[config.mk]
export PLATFORM = sky130hd
export DESIGN_NAME = xfer_ring_consumer
export DESIGN_NICKNAME = d
export VERILOG_FILES = /design/src/rtl/xrc_pkg.sv /design/src/rtl/xrc_ring_ptrs.sv /design/src/rtl/xrc_fetch_ctrl.sv /design/src/rtl/xrc_desc_acc.sv /design/src/rtl/xfer_ring_consumer.sv
export SDC_FILE = /design/constraint.sdc
export NUM_CORES = 1
export LEC_CHECK = 0
export BUFFER_PORTS_ARGS = -buffer_cell sky130_fd_sc_hd__buf_2
export CORE_ASPECT_RATIO = 0.75
export CORE_MARGIN = 2
export CORE_UTILIZATION = 45
export DETAILED_ROUTE_END_ITERATION = 10
export GPL_TIMING_DRIVEN = 0
export PLACE_DENSITY = 0.73
export REMOVE_ABC_BUFFERS = 1
export SLEW_MARGIN = 5
export SYNTH_ARGS = -nofsm -noshare
export SYNTH_HDL_FRONTEND = slang
export SYNTH_HIERARCHICAL = 1
export SYNTH_SLANG_ARGS = --single-unit
[constraint.sdc]
create_clock -name clk -period 11 [get_ports clk]
set_input_delay 2.2 -clock clk [delete_from_list [all_inputs] [get_ports clk]]
set_output_delay 2.2 -clock clk [all_outputs]
set_load 0.02 [all_outputs]
[src/rtl/xrc_pkg.sv]
package xrc_pkg;
  localparam int unsigned ELEM_W     = 128;
  localparam int unsigned ELEM_SHIFT = 4;
  localparam int unsigned CHAIN_BIT  = 0;

  typedef struct packed {
    logic [31:0] ctrl;
    logic [31:0] len;
    logic [63:0] buf_ptr;
  } ring_elem_t;

  typedef enum logic [1:0] {
    FS_IDLE = 2'd0,
    FS_REQ  = 2'd1,
    FS_WAIT = 2'd2
  } fetch_state_t;
endpackage

[src/rtl/xrc_ring_ptrs.sv]
module xrc_ring_ptrs #(
  parameter int unsigned PTR_W = 8,
  localparam int unsigned CNT_W = PTR_W + 1
) (
  input  logic             clk,
  input  logic             rst_n,
  input  logic             cfg_load,
  input  logic [CNT_W-1:0] cfg_size,
  input  logic [PTR_W-1:0] cfg_start,
  input  logic             db_valid,
  input  logic [PTR_W-1:0] db_wp,
  input  logic             adv,
  output logic [PTR_W-1:0] rp,
  output logic [PTR_W-1:0] wp,
  output logic             err,
  output logic             empty
);
  logic [PTR_W-1:0] rp_q, rp_d, wp_q, wp_d;
  logic [CNT_W-1:0] size_q, size_d;
  logic             err_q, err_d;
  logic             en;
  logic             db_in_range;
  logic             at_last;

  assign db_in_range = ({1'b0, db_wp} < size_q);
  assign at_last     = ({1'b0, rp_q} == (size_q - CNT_W'(1)));
  assign en          = cfg_load | db_valid | adv;

  always_comb begin
    rp_d   = rp_q;
    wp_d   = wp_q;
    err_d  = err_q;
    size_d = size_q;
    if (cfg_load) begin
      rp_d   = cfg_start;
      wp_d   = cfg_start;
      err_d  = 1'b0;
      size_d = cfg_size;
    end else begin
      if (db_valid) begin
        if (db_in_range) wp_d = db_wp;
        else             err_d = 1'b1;
      end
      if (adv) rp_d = at_last ? '0 : rp_q + PTR_W'(1);
    end
  end

  always_ff @(posedge clk or negedge rst_n) begin
    if (!rst_n) begin
      rp_q   <= '0;
      wp_q   <= '0;
      err_q  <= 1'b0;
      size_q <= '0;
    end else if (en) begin
      rp_q   <= rp_d;
      wp_q   <= wp_d;
      err_q  <= err_d;
      size_q <= size_d;
    end
  end

  assign rp    = rp_q;
  assign wp    = wp_q;
  assign err   = err_q;
  assign empty = (rp_q == wp_q);
endmodule

[src/rtl/xrc_fetch_ctrl.sv]
module xrc_fetch_ctrl
  import xrc_pkg::*;
#(
  parameter int unsigned PTR_W  = 8,
  parameter int unsigned ADDR_W = 64
) (
  input  logic              clk,
  input  logic              rst_n,
  input  logic              cfg_load,
  input  logic [ADDR_W-1:0] cfg_base,
  input  logic              empty,
  input  logic [PTR_W-1:0]  rp,
  input  logic              req_ready,
  input  logic              rsp_valid,
  output logic              req_valid,
  output logic [ADDR_W-1:0] req_addr,
  output logic              take
);
  fetch_state_t      st_q, st_d;
  logic [ADDR_W-1:0] base_q;
  logic [ADDR_W-1:0] offset;

  always_comb begin
    st_d = st_q;
    unique case (st_q)
      FS_IDLE: if (!empty)    st_d = FS_REQ;
      FS_REQ:  if (req_ready) st_d = FS_WAIT;
      FS_WAIT: if (rsp_valid) st_d = FS_IDLE;
      default:                st_d = FS_IDLE;
    endcase
    if (cfg_load) st_d = FS_IDLE;
  end

  always_ff @(posedge clk or negedge rst_n) begin
    if (!rst_n) st_q <= FS_IDLE;
    else        st_q <= st_d;
  end

  always_ff @(posedge clk or negedge rst_n) begin
    if (!rst_n)        base_q <= '0;
    else if (cfg_load) base_q <= cfg_base;
  end

  assign offset    = ADDR_W'(rp) << ELEM_SHIFT;
  assign req_valid = (st_q == FS_REQ);
  assign req_addr  = base_q + offset;
  assign take      = (st_q == FS_WAIT) && rsp_valid && !cfg_load;
endmodule

[src/rtl/xrc_desc_acc.sv]
module xrc_desc_acc
  import xrc_pkg::*;
#(
  parameter int unsigned PTR_W   = 8,
  parameter int unsigned BYTES_W = 40,
  localparam int unsigned CNT_W  = PTR_W + 1
) (
  input  logic               clk,
  input  logic               rst_n,
  input  logic               cfg_load,
  input  logic               take,
  input  logic [ELEM_W-1:0]  rsp_data,
  input  logic [PTR_W-1:0]   rp,
  output logic               cpl_valid,
  output logic [PTR_W-1:0]   cpl_start,
  output logic [BYTES_W-1:0] cpl_bytes,
  output logic [CNT_W-1:0]   cpl_elems
);
  ring_elem_t         elem;
  logic               chain;
  logic               unused_elem_bits;

  logic               open_q, open_d;
  logic [PTR_W-1:0]   start_q, start_d;
  logic [BYTES_W-1:0] sum_q, sum_d;
  logic [CNT_W-1:0]   cnt_q, cnt_d;
  logic               cv_q, cv_d;
  logic [PTR_W-1:0]   cs_q, cs_d;
  logic [BYTES_W-1:0] cb_q, cb_d;
  logic [CNT_W-1:0]   ce_q, ce_d;

  logic [PTR_W-1:0]   start_now;
  logic [BYTES_W-1:0] sum_now;
  logic [CNT_W-1:0]   cnt_now;
  logic               en;

  assign elem             = ring_elem_t'(rsp_data);
  assign chain            = elem.ctrl[CHAIN_BIT];
  assign unused_elem_bits = ^{elem.buf_ptr, elem.ctrl[31:1]};

  assign start_now = open_q ? start_q : rp;
  assign sum_now   = (open_q ? sum_q : '0) + BYTES_W'(elem.len);
  assign cnt_now   = (open_q ? cnt_q : '0) + CNT_W'(1);
  assign en        = cfg_load | take;

  always_comb begin
    open_d  = open_q;
    start_d = start_q;
    sum_d   = sum_q;
    cnt_d   = cnt_q;
    cv_d    = 1'b0;
    cs_d    = cs_q;
    cb_d    = cb_q;
    ce_d    = ce_q;
    if (cfg_load) begin
      open_d = 1'b0;
    end else if (take) begin
      if (chain) begin
        open_d  = 1'b1;
        start_d = start_now;
        sum_d   = sum_now;
        cnt_d   = cnt_now;
      end else begin
        open_d = 1'b0;
        cv_d   = 1'b1;
        cs_d   = start_now;
        cb_d   = sum_now;
        ce_d   = cnt_now;
      end
    end
  end

  always_ff @(posedge clk or negedge rst_n) begin
    if (!rst_n) cv_q <= 1'b0;
    else        cv_q <= cv_d;
  end

  always_ff @(posedge clk or negedge rst_n) begin
    if (!rst_n) begin
      open_q  <= 1'b0;
      start_q <= '0;
      sum_q   <= '0;
      cnt_q   <= '0;
      cs_q    <= '0;
      cb_q    <= '0;
      ce_q    <= '0;
    end else if (en) begin
      open_q  <= open_d;
      start_q <= start_d;
      sum_q   <= sum_d;
      cnt_q   <= cnt_d;
      cs_q    <= cs_d;
      cb_q    <= cb_d;
      ce_q    <= ce_d;
    end
  end

  assign cpl_valid = cv_q;
  assign cpl_start = cs_q;
  assign cpl_bytes = cb_q;
  assign cpl_elems = ce_q;
endmodule

[src/rtl/xfer_ring_consumer.sv]
module xfer_ring_consumer
  import xrc_pkg::*;
#(
  parameter int unsigned PTR_W   = 8,
  parameter int unsigned ADDR_W  = 64,
  parameter int unsigned BYTES_W = 40
) (
  input  logic               clk,
  input  logic               rst_n,
  input  logic               cfg_load,
  input  logic [ADDR_W-1:0]  cfg_base,
  input  logic [PTR_W:0]     cfg_size,
  input  logic [PTR_W-1:0]   cfg_start,
  input  logic               db_valid,
  input  logic [PTR_W-1:0]   db_wp,
  output logic               rd_req_valid,
  output logic [ADDR_W-1:0]  rd_req_addr,
  input  logic               rd_req_ready,
  input  logic               rd_rsp_valid,
  input  logic [ELEM_W-1:0]  rd_rsp_data,
  output logic               cpl_valid,
  output logic [PTR_W-1:0]   cpl_start,
  output logic [BYTES_W-1:0] cpl_bytes,
  output logic [PTR_W:0]     cpl_elems,
  output logic [PTR_W-1:0]   ring_rp,
  output logic [PTR_W-1:0]   ring_wp,
  output logic               db_err
);
  logic [1:0] rst_sync_q;
  logic       core_rst_n;
  logic       empty;
  logic       take;

  always_ff @(posedge clk or negedge rst_n) begin
    if (!rst_n) rst_sync_q <= 2'b00;
    else        rst_sync_q <= {rst_sync_q[0], 1'b1};
  end
  assign core_rst_n = rst_sync_q[1];

  xrc_ring_ptrs #(.PTR_W(PTR_W)) u_ptrs (
    .clk       (clk),
    .rst_n     (core_rst_n),
    .cfg_load  (cfg_load),
    .cfg_size  (cfg_size),
    .cfg_start (cfg_start),
    .db_valid  (db_valid),
    .db_wp     (db_wp),
    .adv       (take),
    .rp        (ring_rp),
    .wp        (ring_wp),
    .err       (db_err),
    .empty     (empty)
  );

  xrc_fetch_ctrl #(.PTR_W(PTR_W), .ADDR_W(ADDR_W)) u_fetch (
    .clk       (clk),
    .rst_n     (core_rst_n),
    .cfg_load  (cfg_load),
    .cfg_base  (cfg_base),
    .empty     (empty),
    .rp        (ring_rp),
    .req_ready (rd_req_ready),
    .rsp_valid (rd_rsp_valid),
    .req_valid (rd_req_valid),
    .req_addr  (rd_req_addr),
    .take      (take)
  );

  xrc_desc_acc #(.PTR_W(PTR_W), .BYTES_W(BYTES_W)) u_acc (
    .clk       (clk),
    .rst_n     (core_rst_n),
    .cfg_load  (cfg_load),
    .take      (take),
    .rsp_data  (rd_rsp_data),
    .rp        (ring_rp),
    .cpl_valid (cpl_valid),
    .cpl_start (cpl_start),
    .cpl_bytes (cpl_bytes),
    .cpl_elems (cpl_elems)
  );
endmodule

==> run_results.csv <==
group,metric,value,unit
status,status,"finished, final reports clean",
logic_synthesis,synth_edf_count,0,
timing,skew,7.251,ps
logic_synthesis,yosys.area_share.simple,18.37,%
floorplanning,initial_core_util,45.99,%
logic_synthesis,synth-compound-area-share,15.33,%
detailed_routing,drtPass1Iterations,5,
critical_path,required,8800,ps
min_path,min-delay-path-class,"reg -> async",
logic_synthesis,async_flop_share,100.0,%
logic_synthesis,syn_area_per_cell,9.338,um^2
cts,clk_latency,510,ps
detailed_routing,drcViolationCount,0,
timing,tightest_slew,924.8,ps
critical_path,worstPathMaxFanout,16,
timing,slew_viol_final,0,
pwr,leakage,7.007,nW
cts,cts_max_level,1,
logic_synthesis,syn_area,0.01245,mm^2
logic_synthesis,synthFlopType,"dfrtp_1",
cts,cts_buffers,23,
logic_synthesis,yosys_register_bits,210,
cts,cts_tree,"yes",
logic_synthesis,yosysWarnings,6,
detailed_routing,drtIter0Drc,736,
logic_synthesis,synth_top_family_by_area,"simple AND/OR/NAND/NOR gates",
grt,overflow,0,
pwr,power.density,147.7,mW/mm^2
timing,rsz0062_at_grt,"false",
final_layout,mostFrequentLayoutCell,"buf_2",
critical_path,crit_path_start_kind,"flip-flop",
cts,cts.clk_slew.worst_paths,60,ps
logic_synthesis,synth_adder_area_share,5.347,%
floorplanning,die-area,0.02902,mm^2
cts,clock-sinks,210,
floorplanning,ioPinCount,363,
logic_synthesis,synth_seq_area_share,42.22,%
final_layout,fin_nets,1846,
timing,slew_headroom,37.78,%
placement,routabilityCongestion,0.8924,
grt,grt_max_degree,67,
final_layout,nFillCells,2421,
logic_synthesis,synth_top_area_share,42.22,%
final_layout,drive_gt1_share,26.02,%
critical_path,crit_cells,9,
critical_path,crit_type,"reg -> out",
cts,cts_hold_buf,0,
logic_synthesis,netlist_top_cells_area,"dfrtp_1, nand2_1, mux2_2, o21ai_0, ha_1",
cts,cts-resized-gates,0,
detailed_routing,num_vias,10706,
timing,setup_violations,0,
critical_path,crit_path_end_kind,"primary output",
placement,port_buffers,267,
cts,cts_max_path_buffers,3,
floorplanning,chipHeight,148.0,um
timing,holdWs,299.8,ps
floorplanning,core,0.02707,mm^2
detailed_routing,ant_nets,0,
pwr,max-vdd-ir-drop,0.08523,mV
timing,tns,0,ps
critical_path,path_delay_family,"compound AO/OA/AOI/OAI gates",
placement,hpwl,24.57,mm
critical_path,crit_chain,"ha_1, inv_1, fa_1, nand2b_1, a21oi_1, o211ai_2, nor3_1, xor2_1, buf_2",
timing,timing.final.hold_violations,0,
logic_synthesis,synth_top_area_cell,"dfrtp_1",
final_layout,syn2layout_area_growth,20.40,%
detailed_routing,routed_via_density,5.516,
grt,first_global_vias,10224,
critical_path,critPathSlowestCell,"dfrtp_1",
cts,post_cts_buffers,0,
timing,post-route-min-period,5945,ps
critical_path,max_stage_delay,630,ps
run,max-cap-violations,0,
logic_synthesis,synth-xor-area-share,7.951,%
grt,antenna_found_initial,2,
logic_synthesis,syn_inst,1333,
timing,fmax,0.1682,GHz
logic_synthesis,synth_mux_area_share,6.855,%
cts,cts_root_buffer,"clkbuf_16",
logic_synthesis,synth_cell_types,80,
critical_path,worstPathArrival,3750,ps
final_layout,final_cell_mix,"buf_2, dfrtp_1, nand2_1",
detailed_routing,drt-total-wl,33.53,mm
critical_path,reg2regPathDepth,12,
critical_path,path_buf_inv,2,
timing,post-route-period-util,54.05,%
detailed_routing,drt-wirelength-per-cell,17.28,um
grt,grtUsageTotal,22.73,%
grt,grt_pass1_wl,53.61,mm
floorplanning,die-width,196.1,um
floorplanning,rows,52,
-- synth_stat cells (4+ instances only) --
cell / n
nor2b_1: 6
o311ai_0: 6
a31oi_1: 11
o21ai_0: 134
a21oi_1: 56
mux2_2: 65
nor4b_1: 4
nand2_1: 203
o211ai_1: 13
mux2i_1: 11
xnor2_1: 56
nand2b_1: 4
or2_2: 4
clkbuf_1: 48
buf_4: 6
nor4_1: 11
xor2_1: 57
a211oi_1: 7
a21o_1: 17
and2_1: 38
o21a_1: 4
o2111ai_1: 6
o21bai_1: 9
nor2_1: 65
nand4_1: 15
nand3_1: 41
and3_1: 13
inv_1: 42
ha_1: 50
clkbuf_8: 4
nor3_1: 36
a2111oi_0: 5
a41oi_1: 4
dfrtp_1: 210
or3_1: 6
-- worst paths after layout --
kind	to	slack, ps	startpoint
min in group clk	rst_sync_q[1]$_DFF_PN0_	350	rst_sync_q[0]$_DFF_PN0_
max reg2reg	u_acc/sum_q[33]$_DFFE_PN0P_	6670	u_acc/open_q$_DFFE_PN0N_
max in group asynchronous	rst_sync_q[1]$_DFF_PN0_	9430	rst_n
min	u_ptrs/wp[0]$_DFFE_PN0P_	300	rst_sync_q[1]$_DFF_PN0_
max	rd_req_addr[56]	5050	u_ptrs/rp[0]$_DFFE_PN0P_
min reg2reg	u_ptrs/wp[0]$_DFFE_PN0P_	300	rst_sync_q[1]$_DFF_PN0_
-- power breakdown --
group / switching (mW) / internal (mW)
registers: 0.0734 / 0.843
clock network: 0.330 / 0.544
logic: 0.255 / 0.169
-- through the flow --
stage	setup slack [ps]	utilization [%]	total power [mW]	instances	area (um^2)
5_1_grt	4773	55.37	2.324	1940	14990
4_1_cts	5038	55.35	2.241	1938	14980
3_5_place_dp	5614	52.22	1.355	1897	14130
6_report	5055	55.38	2.214	1941	14990
2_1_floorplan	4629	-	1.186	1268	12120
3_3_place_gp	719.5	51.35	1.338	1886	13900
-- flip-flops by register name, indices dropped and copies added, names as in the netlist --
name and flops:
u_acc/start_q 8, u_fetch/base_q 64, u_acc/sum_q 40, u_ptrs/err 1, u_acc/cpl_bytes 40, u_acc/cpl_start 8
u_ptrs/rp 8, u_acc/cnt_q 9, u_ptrs/wp 8, u_acc/cpl_valid 1, rst_sync_q 2, u_ptrs/size_q 9
u_fetch/st_q 2, u_acc/cpl_elems 9, u_acc/open_q 1
-- logic make-up after synthesis --
logic type	count (synthesis)
flip-flops	210
XOR/XNOR	113
AND/OR/NAND/NOR	472
buffers and inverters	108
multiplexers	77
adder cells (fa/ha/maj)	52
other	1
AO/OA/AOI/OAI	300
-- layer usage --
layer | track usage [%] | vias up | routed length [um]
met4 | 7.727 | 0 | 1031
met2 | 34.29 | 368 | 14590
li1 | - | 5188 | -
met1 | 33.78 | 5078 | 15990
met3 | 2.829 | 72 | 1929
met5 | 0 | - | 0
-- area by class of cell --
type | instances | area, um^2 | area share (%)
Inverter | 43 | 161.4 | 1.077
Clock inverter | 14 | 226.5 | 1.511
Clock buffer | 27 | 620.6 | 4.141
Antenna cell | 3 | 7.507 | 0.05009
Timing Repair Buffer | 278 | 1556 | 10.38
Multi-Input combinational cell | 1015 | 6716 | 44.81
Sequential cell | 210 | 5260 | 35.09
Tap cell | 351 | 439.2 | 2.930
No activity file was read; power rests on OpenSTA's default activity.
